[config.mk]
export PLATFORM = sky130hd
export DESIGN_NAME = serial_port_bus_decoder
export DESIGN_NICKNAME = d
export VERILOG_FILES = /design/src/rtl/sp_pkg.sv /design/src/rtl/sp_addr_decode.sv /design/src/rtl/sp_chan.sv /design/src/rtl/serial_port_bus_decoder.sv
export SDC_FILE = /design/constraint.sdc
export NUM_CORES = 1
export LEC_CHECK = 0
export BUFFER_PORTS_ARGS = -buffer_cell sky130_fd_sc_hd__buf_2
export CAP_MARGIN = 30
export CORE_ASPECT_RATIO = 0.6
export CORE_MARGIN = 5
export CORE_UTILIZATION = 25
export CTS_CLUSTER_SIZE = 16
export DETAILED_ROUTE_END_ITERATION = 10
export SETUP_SLACK_MARGIN = 0.5
export SYNTH_ARGS = -nofsm -noshare
export SYNTH_HDL_FRONTEND = slang
export SYNTH_HIERARCHICAL = 1
export SYNTH_SLANG_ARGS = --single-unit
[constraint.sdc]
create_clock -name clk -period 3.5 [get_ports clk]
set_input_delay 0.7 -clock clk [delete_from_list [all_inputs] [get_ports clk]]
set_output_delay 0.7 -clock clk [all_outputs]
set_load 0.01 [all_outputs]
[src/rtl/sp_pkg.sv]
package sp_pkg;
  typedef enum logic [1:0] {
    ACC_MEM  = 2'd0,
    ACC_DATA = 2'd1,
    ACC_STAT = 2'd2
  } acc_kind_e;
endpackage

[src/rtl/sp_addr_decode.sv]
module sp_addr_decode
  import sp_pkg::*;
#(
  parameter int ADDR_W    = 16,
  parameter int N_CH      = 2,
  parameter int CH_W      = 1,
  parameter logic [ADDR_W-1:0] LOW_END   = 16'h2800,
  parameter logic [ADDR_W-1:0] WIN_LO    = 16'h4000,
  parameter logic [ADDR_W-1:0] WIN_HI    = 16'h6003,
  parameter logic [ADDR_W-1:0] PORT_BASE = 16'h6000
) (
  input  logic [ADDR_W-1:0] addr,
  output logic              permitted,
  output acc_kind_e         kind,
  output logic [CH_W-1:0]   ch
);
  localparam logic [ADDR_W-1:0] PORT_END = PORT_BASE + ADDR_W'(2 * N_CH);

  logic [ADDR_W-1:0] offset;
  logic              in_ports;

  always_comb begin
    permitted = (addr < LOW_END) || ((addr >= WIN_LO) && (addr <= WIN_HI));
    offset    = addr - PORT_BASE;
    in_ports  = (addr >= PORT_BASE) && (addr < PORT_END);
    ch        = offset[CH_W:1];
    if (!in_ports)     kind = ACC_MEM;
    else if (addr[0])  kind = ACC_STAT;
    else               kind = ACC_DATA;
  end
endmodule

[src/rtl/sp_chan.sv]
module sp_chan #(
  parameter int BYTE_W = 8
) (
  input  logic              clk,
  input  logic              rst_n,
  input  logic              wr_port,
  input  logic              rd_port,
  input  logic [BYTE_W-1:0] wbyte,
  input  logic              tx_accept,
  input  logic              rx_valid,
  input  logic [BYTE_W-1:0] rx_byte,
  output logic              tx_valid,
  output logic [BYTE_W-1:0] tx_byte,
  output logic [BYTE_W-1:0] rx_hold,
  output logic              stat_ready,
  output logic              stat_full
);
  logic              tx_pend_q, tx_pend_d;
  logic [BYTE_W-1:0] tx_byte_q, tx_byte_d;
  logic              full_q, full_d;
  logic [BYTE_W-1:0] hold_q, hold_d;
  logic              tx_en, rx_en;

  always_comb begin
    tx_pend_d = tx_pend_q;
    tx_byte_d = tx_byte_q;
    if (tx_accept && tx_pend_q) tx_pend_d = 1'b0;
    if (wr_port) begin
      tx_pend_d = 1'b1;
      tx_byte_d = wbyte;
    end
    tx_en = wr_port || tx_accept;
  end

  always_comb begin
    full_d = full_q;
    hold_d = hold_q;
    if (rd_port) full_d = 1'b0;
    if (rx_valid) begin
      full_d = 1'b1;
      hold_d = rx_byte;
    end
    rx_en = rd_port || rx_valid;
  end

  always_ff @(posedge clk or negedge rst_n) begin
    if (!rst_n) begin
      tx_pend_q <= 1'b0;
      tx_byte_q <= '0;
    end else if (tx_en) begin
      tx_pend_q <= tx_pend_d;
      tx_byte_q <= tx_byte_d;
    end
  end

  always_ff @(posedge clk or negedge rst_n) begin
    if (!rst_n) begin
      full_q <= 1'b0;
      hold_q <= '0;
    end else if (rx_en) begin
      full_q <= full_d;
      hold_q <= hold_d;
    end
  end

  assign tx_valid   = tx_pend_q;
  assign tx_byte    = tx_byte_q;
  assign rx_hold    = hold_q;
  assign stat_ready = !tx_pend_q;
  assign stat_full  = full_q;

  // a port write leaves a pending byte equal to the written low byte
  p_write_loads_tx_r6: assert property (@(posedge clk) disable iff (!rst_n)
    wr_port |=> (tx_valid && tx_byte == $past(wbyte)));

  // acceptance without a fresh write frees the transmitter
  p_accept_frees_r8: assert property (@(posedge clk) disable iff (!rst_n)
    (tx_valid && tx_accept && !wr_port) |=> stat_ready);

  // an arriving byte is held and flagged
  p_rx_fills_r9: assert property (@(posedge clk) disable iff (!rst_n)
    rx_valid |=> (stat_full && rx_hold == $past(rx_byte)));

  // a port read with no new arrival drains the flag
  p_read_drains_r5: assert property (@(posedge clk) disable iff (!rst_n)
    (rd_port && !rx_valid) |=> !stat_full);
endmodule

[src/rtl/serial_port_bus_decoder.sv]
module serial_port_bus_decoder
  import sp_pkg::*;
#(
  parameter int ADDR_W = 16,
  parameter int DATA_W = 16,
  parameter int BYTE_W = 8,
  parameter int N_CH   = 2,
  parameter logic [ADDR_W-1:0] LOW_END   = 16'h2800,
  parameter logic [ADDR_W-1:0] WIN_LO    = 16'h4000,
  parameter logic [ADDR_W-1:0] WIN_HI    = 16'h6003,
  parameter logic [ADDR_W-1:0] PORT_BASE = 16'h6000
) (
  input  logic                     clk,
  input  logic                     rst_n,
  input  logic                     req_valid,
  input  logic                     req_write,
  input  logic [ADDR_W-1:0]        req_addr,
  input  logic [DATA_W-1:0]        req_wdata,
  output logic                     rsp_valid,
  output logic [DATA_W-1:0]        rsp_rdata,
  output logic                     access_fault,
  output logic                     mem_en,
  output logic                     mem_we,
  output logic [ADDR_W-1:0]        mem_addr,
  output logic [DATA_W-1:0]        mem_wdata,
  input  logic [DATA_W-1:0]        mem_rdata,
  output logic [N_CH-1:0]          tx_valid,
  output logic [N_CH*BYTE_W-1:0]   tx_byte,
  input  logic [N_CH-1:0]          tx_accept,
  input  logic [N_CH-1:0]          rx_valid,
  input  logic [N_CH*BYTE_W-1:0]   rx_byte
);
  localparam int CH_W = (N_CH > 1) ? $clog2(N_CH) : 1;

  // reset: asynchronous assert, synchronous release
  logic [1:0] rst_sync_q;
  logic       rst_int_n;
  always_ff @(posedge clk or negedge rst_n) begin
    if (!rst_n) rst_sync_q <= 2'b00;
    else        rst_sync_q <= {rst_sync_q[0], 1'b1};
  end
  assign rst_int_n = rst_sync_q[1];

  logic            permitted;
  acc_kind_e       kind;
  logic [CH_W-1:0] ch;

  sp_addr_decode #(
    .ADDR_W(ADDR_W), .N_CH(N_CH), .CH_W(CH_W),
    .LOW_END(LOW_END), .WIN_LO(WIN_LO), .WIN_HI(WIN_HI), .PORT_BASE(PORT_BASE)
  ) i_decode (
    .addr(req_addr), .permitted(permitted), .kind(kind), .ch(ch)
  );

  logic go;
  assign go           = req_valid && permitted;
  assign access_fault = req_valid && !permitted;
  assign mem_en       = go;
  assign mem_we       = req_write;
  assign mem_addr     = req_addr;
  assign mem_wdata    = req_wdata;

  logic [BYTE_W-1:0] hold_a  [N_CH];
  logic [N_CH-1:0]   ready_v, full_v;

  for (genvar g = 0; g < N_CH; g++) begin : g_ch
    logic sel;
    assign sel = go && (kind == ACC_DATA) && (ch == CH_W'(g));
    sp_chan #(.BYTE_W(BYTE_W)) i_chan (
      .clk       (clk),
      .rst_n     (rst_int_n),
      .wr_port   (sel && req_write),
      .rd_port   (sel && !req_write),
      .wbyte     (req_wdata[BYTE_W-1:0]),
      .tx_accept (tx_accept[g]),
      .rx_valid  (rx_valid[g]),
      .rx_byte   (rx_byte[g*BYTE_W +: BYTE_W]),
      .tx_valid  (tx_valid[g]),
      .tx_byte   (tx_byte[g*BYTE_W +: BYTE_W]),
      .rx_hold   (hold_a[g]),
      .stat_ready(ready_v[g]),
      .stat_full (full_v[g])
    );
  end

  // response path: port words captured at the request edge, RAM word passed through
  logic              rd_go;
  logic [DATA_W-1:0] port_word_d, port_word_q;
  logic              rsp_valid_q, from_mem_q;
  logic              rsp_en;

  always_comb begin
    rd_go       = go && !req_write;
    port_word_d = '0;
    if (kind == ACC_DATA) port_word_d[BYTE_W-1:0] = hold_a[ch];
    else                  port_word_d[1:0]        = {full_v[ch], ready_v[ch]};
    rsp_en      = rd_go || rsp_valid_q;
  end

  always_ff @(posedge clk or negedge rst_int_n) begin
    if (!rst_int_n) begin
      rsp_valid_q <= 1'b0;
      from_mem_q  <= 1'b1;
      port_word_q <= '0;
    end else if (rsp_en) begin
      rsp_valid_q <= rd_go;
      from_mem_q  <= (kind == ACC_MEM);
      port_word_q <= port_word_d;
    end
  end

  assign rsp_valid = rsp_valid_q;
  assign rsp_rdata = from_mem_q ? mem_rdata : port_word_q;

  // a rejected request never reaches the RAM
  p_fault_no_mem_r2: assert property (@(posedge clk) disable iff (!rst_int_n)
    access_fault |-> !mem_en);

  // a rejected request yields no response
  p_fault_no_rsp_r2: assert property (@(posedge clk) disable iff (!rst_int_n)
    access_fault |=> !rsp_valid);

  // each permitted read is answered on the next cycle
  p_read_answered_r4: assert property (@(posedge clk) disable iff (!rst_int_n)
    (req_valid && !req_write && !access_fault) |=> rsp_valid);

  // addresses of 0xE000 and above are always rejected
  p_top_range_faults_r1: assert property (@(posedge clk) disable iff (!rst_int_n)
    (req_valid && req_addr >= 16'hE000) |-> access_fault);
endmodule

Word level (Yosys, flattened, before mapping) --
Index checks and enable logic that the tools add are counted. W data, S select, Z words.
Operators by class: $add $sub $neg 1, multipliers 0, divide/modulo/power cells 0, magnitude comparators 7, eq/ne operators 1, shift-type cells 0, muxes and demuxes 20, bitwise logic cells 2, reductions and logical operators 37
Operator list (count):
- $ge A16 B15 Y1 const B | 2
- $mux W8 | 3
- $le A16 B15 Y1 const B | 1
- $lt A16 B14 Y1 const B | 1
- $lt A16 B15 Y1 const B | 1
- $mux W16 | 1
- $reduce_and A2 Y1 | 8
- $logic_and A1 B1 Y1 | 14
- $mux W1 | 12
- $reduce_bool A2 Y1 | 4
- $logic_or A1 B1 Y1 | 6
- $mux W2 | 3
- $mux W6 | 1
- $logic_not A1 Y1 | 4
- $eq A2 B1 Y1 const B | 1
- $ge A2 B2 Y1 const B | 1
- $logic_not A2 Y1 | 1
- $lt A1 B2 Y1 const B | 1
- $not A1 Y2 | 1
- $sub A2 B1 Y2 const B | 1
- $not A1 Y1 | 1
Word-level totals: bits in registers 48, latch bits 0, bits in writable memories 0, bits in read-only memories 0, output and inout port bits 70, memories kept 0

Depth between registers and ports, before layout --
Gate-level depths: netlist (run 1).
depth after elaboration 9, mapped depth 8, gate-level depth less buffers 7

By module --
Netlist (run 1), hierarchy kept.
Modules (own cells, without submodules):
- sp_chan | instances 2, cells each 40, area each 737.0 um^2, seq. area each 450.4 um^2
- serial_port_bus_decoder | instances 1, cells each 102, area each 1026.0 um^2, seq. area each 301.5 um^2
- sp_addr_decode | instances 1, cells each 13, area each 87.6 um^2, seq. area each 0.0 um^2

Worst setup path after synthesis (run 1) --
Ideal clock, no wire load.
kind input-to-reg, start in req_addr[2], end reg g_ch[0].i_chan.tx_byte_q[0], library setup time 0.125 ns, arrival 2.265 ns, slack 1.110 ns, stages on the path 8, path buffers 2, cells stage by stage nor4_2 -> nand4_1 -> nor2_1 -> nand2b_1 -> clkbuf_1 -> nor4_1 -> buf_6 -> mux2_4
On the way: longest elaborated chain between the ends 9
Ends and longest elaborated chain:
- from (decl) | RTL line serial_port_bus_decoder.sv:17 | input logic [ADDR_W-1:0] req_addr,
- $ge A16 B15 Y1 or $lt A16 B15 Y1 (tied branches) | RTL line sp_addr_decode.sv:25 | in_ports = (addr >= PORT_BASE) && (addr < PORT_END);
- $logic_and A1 B1 Y1 * | RTL line sp_addr_decode.sv:25
- $mux W2 * | RTL line sp_addr_decode.sv:27 | if (!in_ports) kind = ACC_MEM;
- named net kind[0] | RTL line serial_port_bus_decoder.sv:45 | acc_kind_e kind;
- $eq A2 B1 Y1 * | RTL line serial_port_bus_decoder.sv:68 | assign sel = go && (kind == ACC_DATA) && (ch == CH_W'(g));
- $logic_and A1 B1 Y1 * (2 in a row) | RTL line serial_port_bus_decoder.sv:68
- $logic_and A1 B1 Y1 * | RTL line serial_port_bus_decoder.sv:72 | .wr_port (sel && req_write),
- $logic_or A1 B1 Y1 | RTL line sp_chan.sv:32 | tx_en = wr_port || tx_accept;
- $reduce_and A2 Y1 (no line) *
- to (signal assigned) | RTL line sp_chan.sv:52 | tx_byte_q <= tx_byte_d;
- to (decl) | RTL line sp_chan.sv:19 | logic [BYTE_W-1:0] tx_byte_q, tx_byte_d;
The timed path passes the listed nets; every way through them passes the cells marked *. A chain may end at the register's enable or synchronous reset.

Worst setup path after layout (run 1) --
start in req_addr[9], end out mem_en
On the way: longest elaborated chain between the ends 4
Ends and longest elaborated chain:
- $ge A16 B15 Y1 or $le A16 B15 Y1 (tied branches) | RTL line sp_addr_decode.sv:23 | permitted = (addr < LOW_END) || ((addr >= WIN_LO) && (addr <= WIN_HI));
- $logic_and A1 B1 Y1 | RTL line sp_addr_decode.sv:23
- $logic_or A1 B1 Y1 * | RTL line sp_addr_decode.sv:23
- named net permitted | RTL line serial_port_bus_decoder.sv:44 | logic permitted;
- $logic_and A1 B1 Y1 * | RTL line serial_port_bus_decoder.sv:56 | assign go = req_valid && permitted;
- to (decl) | RTL line serial_port_bus_decoder.sv:22 | output logic mem_en,
Marks and branches as above.

==> out/metrics.cfg, run 1 <==
[global_routing]
grt_pass1_vias = 1761
overflow = 0
antenna_found_initial = 1
grt.total_usage_pct = 9.76
grt_pass1_wl_um = 9400
grt_max_degree = 41

[floorplan]
start_util_pct = 25.9
dieWidth_um = 141
die_y_um = 88.8
rows = 28
core_um2 = 9980
ios = 142
dieArea_um2 = 12600

[synthesis]
seq_area_frac_synth_pct = 46.5
synthCells = 195
ys_seq_elements = 48
yosysWarnings = 6
yosysUniqueCellTypes = 28
synth.avg_cell_area_um2 = 13.3
syn_nets = 267
netlist_area_um2 = 2590

[timing]
slew_headroom_pct = 64.4
finalHoldViolations = 0
finalCritPeriodShare_pct = 72.7
clock_skew_ns = 0.00313
rsz0062_at_grt = false
finalCriticalPeriod_ns = 2.55
finalSetupViolations = 0
slew_viol_final = 0
tightest_slew_ns = 0.534
timing.final.ws_setup_ns = 0.955
fin_tns_setup_ns = 0
fmax_mhz = 393

[final_layout]
multi_input_area_um2 = 1040
diodes = 0
drive_gt1_share_pct = 67.5
nFillCells = 1021
regArea_um2 = 1200
nets = 360
synthToLayoutAreaGrowth_pct = 26.7
final_core_util_pct = 32.8
fin_area_um2 = 3280

[placed_design]
post_dp_cell_area_um2 = 3110
hpwl_um = 5210
place_congestion = 0.731
place_ws_ns = 0.769
io_buffers = 125

[clocking]
cts-resized-gates = 0
tritoncts = yes
cts.sinks = 48
clk_pin_slew_ns = 0.06
cts_root_buf = clkbuf_16
post_cts_buffers = 0
holdBufCountCts = 0
clk_latency_ns = 0.28
cts_max_level = 2
cts_buffer_depth = 2
numCtsBuffers = 5

[routing]
wl_met1_um = 2930
wire_per_inst_um = 15.0
wl_met2_um = 2840
drc = 0
top_layer = met5
num_vias = 1689
drt_iter0_markers = 24
viasPerCell = 3.98
first_pass_iters = 4
routed_wl_um = 6350
ant_nets = 0
wl_met3_um = 525

[power_and_ir_drop]
power_density_nw_per_um2 = 396
cellLeakagePower_uw = 0.00169
ir_drop_uv = 184

[status]
status = finished, final reports clean

[worst_setup_path]
crit_path_frequent_cell = buf_2
critical_path_arrival_ns = 1.85
critical-path-slowest-cell = nor4_2
path_class = in2out
path_cells = buf_2 -> nor4_2 -> nand4_1 -> o21ai_0 -> nand2_1 -> inv_1 -> buf_2
required_ns = 2.80
max_stage_delay_ns = 0.33
cp-start-kind = input port
worst-r2r-cell-count = 3
end_kind = output pin
crit_fanout = 5

[flow_run]
maxCapViolCount = 0

[min_path]
min_path_type = reg2async

-- metal layers --
layer  vias up  global-route usage (%)
li1        821                       -
met1       796                    12.6
met2        64                    15.6
met3         6                    3.78
met4         2                    2.37
met5         -                       0
-- worst paths after layout --
check | from | to | slack [ns]
max | req_addr[9] | mem_en | 0.95
min | rst_sync_q[1] | g_ch[0].i_chan/rx_hold[2] | 0.10
max reg2reg | g_ch[0].i_chan/tx_valid | port_word_q[0] | 2.23
min reg2reg | rst_sync_q[1] | g_ch[0].i_chan/rx_hold[2] | 0.10
max in group asynchronous | rst_sync_q[1] | from_mem_q | 2.89
min in group clk | rst_sync_q[0] | rst_sync_q[1] | 0.35
-- metrics by stage --
stage | power, uW | hold WS (ns) | cells
after floorplan | 712 | 0.331 | 195
after global placement | 760 | 0.337 | 415
after detailed placement | 766 | 0.103 | 416
after CTS | 1320 | 0.109 | 424
after global routing | 1350 | 0.122 | 424
final | 1300 | 0.104 | 424
-- registers in the layout, indices dropped and copies added, names as in the netlist --
| name | flops |
|---|---|
| rst_sync_q | 2 |
| g_ch.i_chan/rx_hold | 16 |
| g_ch.i_chan/stat_full | 2 |
| rsp_valid | 1 |
| port_word_q | 8 |
| g_ch.i_chan/tx_valid | 2 |
| from_mem_q | 1 |
| g_ch.i_chan/tx_byte | 16 |
-- layout by cell type, fill, tap and decap left out, types with 2 or more instances in the layout --
cell type    n
inv_1        8
dfrtp_1     46
mux2i_1      6
mux2_2      17
a21o_2       2
and2_1       8
clkbuf_16    5
o21bai_1     2
nand4_1      2
buf_2      125
mux2_4      32
nor2_1      11
nor4_2       4
nor4_1       2
buf_4        2
-- area by class of cell --
class	instances	share of cell area, %
multi-input combinational	97	31.8
tap	135	5.15
timing repair buffer	128	20.2
clock inverter	3	1.41
inverter	8	0.916
sequential	48	36.7
clock buffer	5	3.82
-- where the power goes --
group	internal [uW]	total [uW]	switching, uW
sequential	575	588	12.9
clock	339	546	206
combinational	89.4	165	75.1
-- logic make-up after synthesis --
| kind of cell | count (synthesis) | share of synthesized area (%) |
|---|---|---|
| muxes | 57 | 30.2 |
| buffers and inverters | 50 | 13.7 |
| DFF | 48 | 46.5 |
| and+or+nand+nor | 33 | 7.74 |
| AOI/OAI and AO/OA | 6 | 1.79 |
| other | 1 | 0.145 |
-- Yosys cell counts --
cell | number | area share [%]
clkbuf_1 | 2 | 0.29
dfrtp_1 | 47 | 45
and3b_1 | 1 | 0.34
nor4_1 | 4 | 0.97
nor2_4 | 1 | 0.44
mux4_1 | 1 | 1.0
mux2_2 | 17 | 7.4
nor2b_1 | 1 | 0.24
mux2i_1 | 6 | 2.3
mux2_4 | 32 | 19
and2_1 | 8 | 1.9
conb_1 | 1 | 0.14
o31a_1 | 1 | 0.34
a21o_2 | 2 | 0.68
inv_1 | 8 | 1.2
buf_2 | 1 | 0.19
nand2_1 | 1 | 0.14
buf_4 | 34 | 9.9
nor4bb_1 | 1 | 0.39
dfstp_2 | 1 | 1.0
o21bai_1 | 2 | 0.58
nand2b_1 | 1 | 0.24
buf_6 | 5 | 2.2
nor4_2 | 2 | 0.97
nand4_1 | 2 | 0.48
o21ai_0 | 1 | 0.19
nor2_1 | 11 | 1.6
mux4_2 | 1 | 0.87
-- worst max-delay path: cells and delay by family --
kind	cells	cell delay [ns]
AO/OA/AOI/OAI	1	0.14
buffers and inverters	3	0.33
AND/OR/NAND/NOR	3	0.67
(Power assumes the default switching activity.)
==> inputs of run 2 (changes only) <==
==> constraint.sdc (replaced) <==
create_clock -name clk -period 2.5 [get_ports clk]
set_input_delay 0.5 -clock clk [delete_from_list [all_inputs] [get_ports clk]]
set_output_delay 0.5 -clock clk [all_outputs]
set_load 0.01 [all_outputs]
==> out/metrics.cfg, run 2 (synthesis gave the netlist of run 1 again) <==
[global_routing]
grt_pass1_vias = 1793
overflow = 0
grt_max_degree = 30
grt.total_usage_pct = 9.71
antenna_found_initial = 0
grt_pass1_wl_um = 9460

[routing]
drc = 0
routed_wl_um = 6480
wire_per_inst_um = 15.0
num_vias = 1709
first_pass_iters = 4
drt_iter0_markers = 26
ant_nets = 0
viasPerCell = 3.95

[floorplan]
start_util_pct = 25.9
dieWidth_um = 141
ios = 142
die_y_um = 88.8
rows = 28
core_um2 = 9980
dieArea_um2 = 12600

[timing]
finalCriticalPeriod_ns = 1.96
finalCritPeriodShare_pct = 78.5
finalHoldViolations = 0
rsz0062_at_grt = true
slew_viol_final = 0
fmax_mhz = 510
finalSetupViolations = 0
fin_tns_setup_ns = 0
clock_skew_ns = 0.00409

[worst_setup_path]
end_kind = output pin
critical-path-slowest-cell = nor4_4
crit_fanout = 2
path_class = in2out
max_stage_delay_ns = 0.28
critical_path_arrival_ns = 1.46
worst_r2r_endpoint = port_word_q[0]
crit_path_frequent_cell = buf_6
path_cells = buf_8 -> nor4_4 -> nand4_1 -> o21ai_2 -> nand2_2 -> buf_6 -> inv_2 -> buf_6
r2r_start = g_ch[0].i_chan/tx_valid
reg2reg_setup_slack_ns = 1.21
cp-start-kind = input port
required_ns = 2.00
worst-r2r-cell-count = 3

[power_and_ir_drop]
swShare_pct = 23.2
switchingPower_uw = 429
comb_power_share_pct = 13.6
pwr-share-clk_pct = 41.7
ir_drop_uv = 317
internal_power_uw = 1420
p_seq_share_pct = 44.7
cellLeakagePower_uw = 0.00175
power_density_nw_per_um2 = 534

[clocking]
cts_buffer_depth = 2
cts.sinks = 48
clk_pin_slew_ns = 0.06
clk_latency_ns = 0.29
cts_root_buf = clkbuf_16
numCtsBuffers = 5
cts_max_level = 2
tritoncts = yes

[final_layout]
synthToLayoutAreaGrowth_pct = 33.7
diodes = 0
layout_commonest_cell = buf_2
nets = 369
final_core_util_pct = 34.6
nFillCells = 998
layout_common_cells = buf_2 (121), dfrtp_1 (46), mux2_4 (32)
drive_gt1_share_pct = 70.1
fin_area_um2 = 3460

[placed_design]
io_buffers = 125
place_congestion = 0.745
post_dp_cell_area_um2 = 3180
hpwl_um = 5260

[status]
status = finished, final reports clean

[min_path]
min_path_type = reg2async

[flow_run]
maxCapViolCount = 0

==> run 2: final cells by class <==
class                      count  area [um2]  share of cell area (%)
sequential                    48        1200                    34.8
multi-input combinational     97        1100                    31.7
timing repair buffer         137         788                    22.8
tap                          135         169                    4.88
clock buffer                   5         125                    3.62
clock inverter                 3        46.3                    1.34
inverter                       8        30.0                   0.868
==> run 2: through the flow <==
step	power (uW)	setup slack [ns]	hold slack, ns	std cells
final	1850	0.538	0.206	433
after floorplan	1000	0.449	0.204	195
after CTS	1860	0.476	0.219	430
after global placement	1070	0.151	0.285	417
after global routing	1920	0.455	0.259	433
after detailed placement	1080	0.110	0.213	418
==> run 2: repair_timing <==
action	in CTS	in global routing
gates resized for setup	4	13
setup buffers	3	3
hold buffers	1	0
hold endpoints to repair	2	0
cloned	0	0
endpoints found under the setup margin	27	19
pin swaps	2	4
==> run 2: per-layer routing <==
layer,routed length (um),global-route usage (%),part of all wire (%),vias to the layer above
met2,3050,15.8,47,44
met1,3070,13.2,47,825
met5,0,0,0,-
met3,315,2.65,4.9,4
met4,40,1.85,0.62,0
li1,-,-,-,836
==> run 2: critical path: cells and delay by family <==
kind / cells / cell delay, ns
buf+inv: 4 / 0.35
compound gates: 1 / 0.10
simple gates: 3 / 0.50
==> run 2: power groups by stage <==
stage,Combinational [uW],Sequential [uW],Clock (uW)
finish,251,827,770
CTS,247,827,786
floorplan,161,840,0
global placement,224,849,0
detailed placement,241,842,0
global route,273,832,813
==> run 2: worst max-delay path by stage <==
stage | from | endpoint
3_5_place_dp | req_addr[9] | g_ch[0].i_chan/tx_byte[6]
5_1_grt | req_addr[15] | mem_en
3_3_place_gp | req_addr[9] | port_word_q[0]
2_1_floorplan | req_addr[9] | g_ch[0].i_chan/tx_byte[0]
6_report | req_addr[15] | mem_en
4_1_cts | req_addr[9] | mem_en
==> inputs of run 3 (changes only) <==
==> constraint.sdc (replaced) <==
create_clock -name clk -period 1.9 [get_ports clk]
set_input_delay 0.38 -clock clk [delete_from_list [all_inputs] [get_ports clk]]
set_output_delay 0.38 -clock clk [all_outputs]
set_load 0.01 [all_outputs]
==> out/metrics.cfg, run 3 (synthesis gave the netlist of run 1 again) <==
[final_layout]
nets = 388
drive_gt1_share_pct = 75.4
layout_commonest_cell = buf_2
layout_common_cells = buf_2 (103), dfrtp_1 (46), mux2_4 (36)
fin_cells = 452
diodes = 0
synthToLayoutAreaGrowth_pct = 48.3

[worst_setup_path]
startpoint = from_mem_q
worst_r2r_endpoint = port_word_q[0]
worst-r2r-cell-count = 3
max_stage_delay_ns = 0.62
critical_path_arrival_ns = 1.49
path_cells = buf_6 -> mux2_2 -> buf_6
crit_path_frequent_cell = buf_6
r2r_start = g_ch[0].i_chan/tx_valid
end_kind = output pin
critical-path-slowest-cell = dfstp_4
cp-start-kind = flop
reg2reg_setup_slack_ns = 0.61
path_buf_inv = 2
crit_fanout = 5
cp_top_family = flip-flops
path_class = reg2out
required_ns = 1.52

[timing]
clock_skew_ns = 0.00759
finalHoldViolations = 0
fmax_mhz = 534
finalSetupViolations = 0
finalCritPeriodShare_pct = 98.5
timing.final.ws_setup_ns = 0.0278
finalCriticalPeriod_ns = 1.87
slew_viol_final = 0
rsz0062_at_grt = true

[global_routing]
grt.total_usage_pct = 11.0
grt_pass1_wl_um = 10600
overflow = 0
grt_pass1_vias = 1951
antenna_found_initial = 0
grt_max_degree = 19

[routing]
drt_iter0_markers = 41
first_pass_iters = 4
drc = 0
num_vias = 1849
wire_per_inst_um = 15.6
ant_nets = 0
routed_wl_um = 7050
viasPerCell = 4.09

[floorplan]
dieArea_um2 = 12600
dieWidth_um = 141
core_um2 = 9980
start_util_pct = 25.9
ios = 142
die_y_um = 88.8
rows = 28

[placed_design]
place_ws_ns = -0.286
io_buffers = 125
place_congestion = 0.761
placed_cells = 427
hpwl_um = 5430

[status]
status = finished, final reports clean

[clocking]
cts_buffer_depth = 2
cts_root_buf = clkbuf_16
cts_max_level = 2
cts.sinks = 48
clk_pin_slew_ns = 0.07
clk_latency_ns = 0.29
tritoncts = yes
numCtsBuffers = 5

[min_path]
min_path_type = reg2async

[power_and_ir_drop]
power_density_nw_per_um2 = 659
ir_drop_uv = 335
cellLeakagePower_uw = 0.00196

[flow_run]
maxCapViolCount = 0

[run 3: changes by cell type in the layout (fill, tap and decap cells not counted), sizes merged]
cell and delta:
clkinv +1, inv -1, clkbuf +1, clkinvlp -1
nor2 +1, buf +18
[run 3: per-stage QoR]
step	util (%)	total power [uW]	hold WS [ns]	instance area, um2	TNS [ns]
2_1_floorplan	-	1320	0.0844	2670	-0.480
3_3_place_gp	32.7	1430	0.167	3260	-4.62
3_5_place_dp	32.7	1440	0.166	3260	-5.05
4_1_cts	36.6	2510	0.205	3650	0
5_1_grt	38.4	2630	0.233	3840	-1.20
6_report	38.4	2530	0.192	3840	0
[run 3: cell type report]
| type | count | area [um2] |
|---|---|---|
| timing repair buffer | 155 | 1080 |
| sequential | 48 | 1210 |
| inverter | 8 | 30.0 |
| fill | 940 | 6150 |
| multi-input combinational | 98 | 1170 |
| clock inverter | 2 | 38.8 |
| clock buffer | 6 | 139 |
| tap | 135 | 169 |
[run 3: how the worst max path moves through the flow]
stage | endpoint | cells after the start
floorplan | g_ch[1].i_chan/tx_byte[0] | 8
global placement | g_ch[0].i_chan/tx_byte[0] | 9
global route | g_ch[1].i_chan/tx_byte[2] | 9
finish | rsp_rdata[3] | 3
detailed placement | g_ch[0].i_chan/tx_byte[2] | 9
CTS | rsp_rdata[3] | 2
[run 3: layer usage]
metal	vias to the layer above	share of wire, %	GRT usage (%)
met4	0	1.8	3.78
li1	876	-	-
met1	904	44	14.6
met5	-	0	0
met2	56	49	17.7
met3	13	4.8	2.92
[run 3: worst register-to-register path: stages, from the launching register on]
cell and delay, ns:
dfrtp_1 0.36, inv_1 0.06, mux4_1 0.49, mux2_2 0.27
[run 3: power breakdown]
part           internal (uW)  switching, uW  total (uW)
Sequential              1060           30.3        1090
Clock                    659            391        1050
Combinational            225            162         387
Total                   1940            583        2530
[run 3: timing repair]
action | 4_1_cts | 5_1_grt
hold buffers | 1 | 0
setup buffers | 12 | 3
cloned | 1 | 0
hold endpoints to repair | 2 | 0
resized for setup | 19 | 38
pin swaps | 2 | 3
endpoints found under the setup margin | 47 | 47
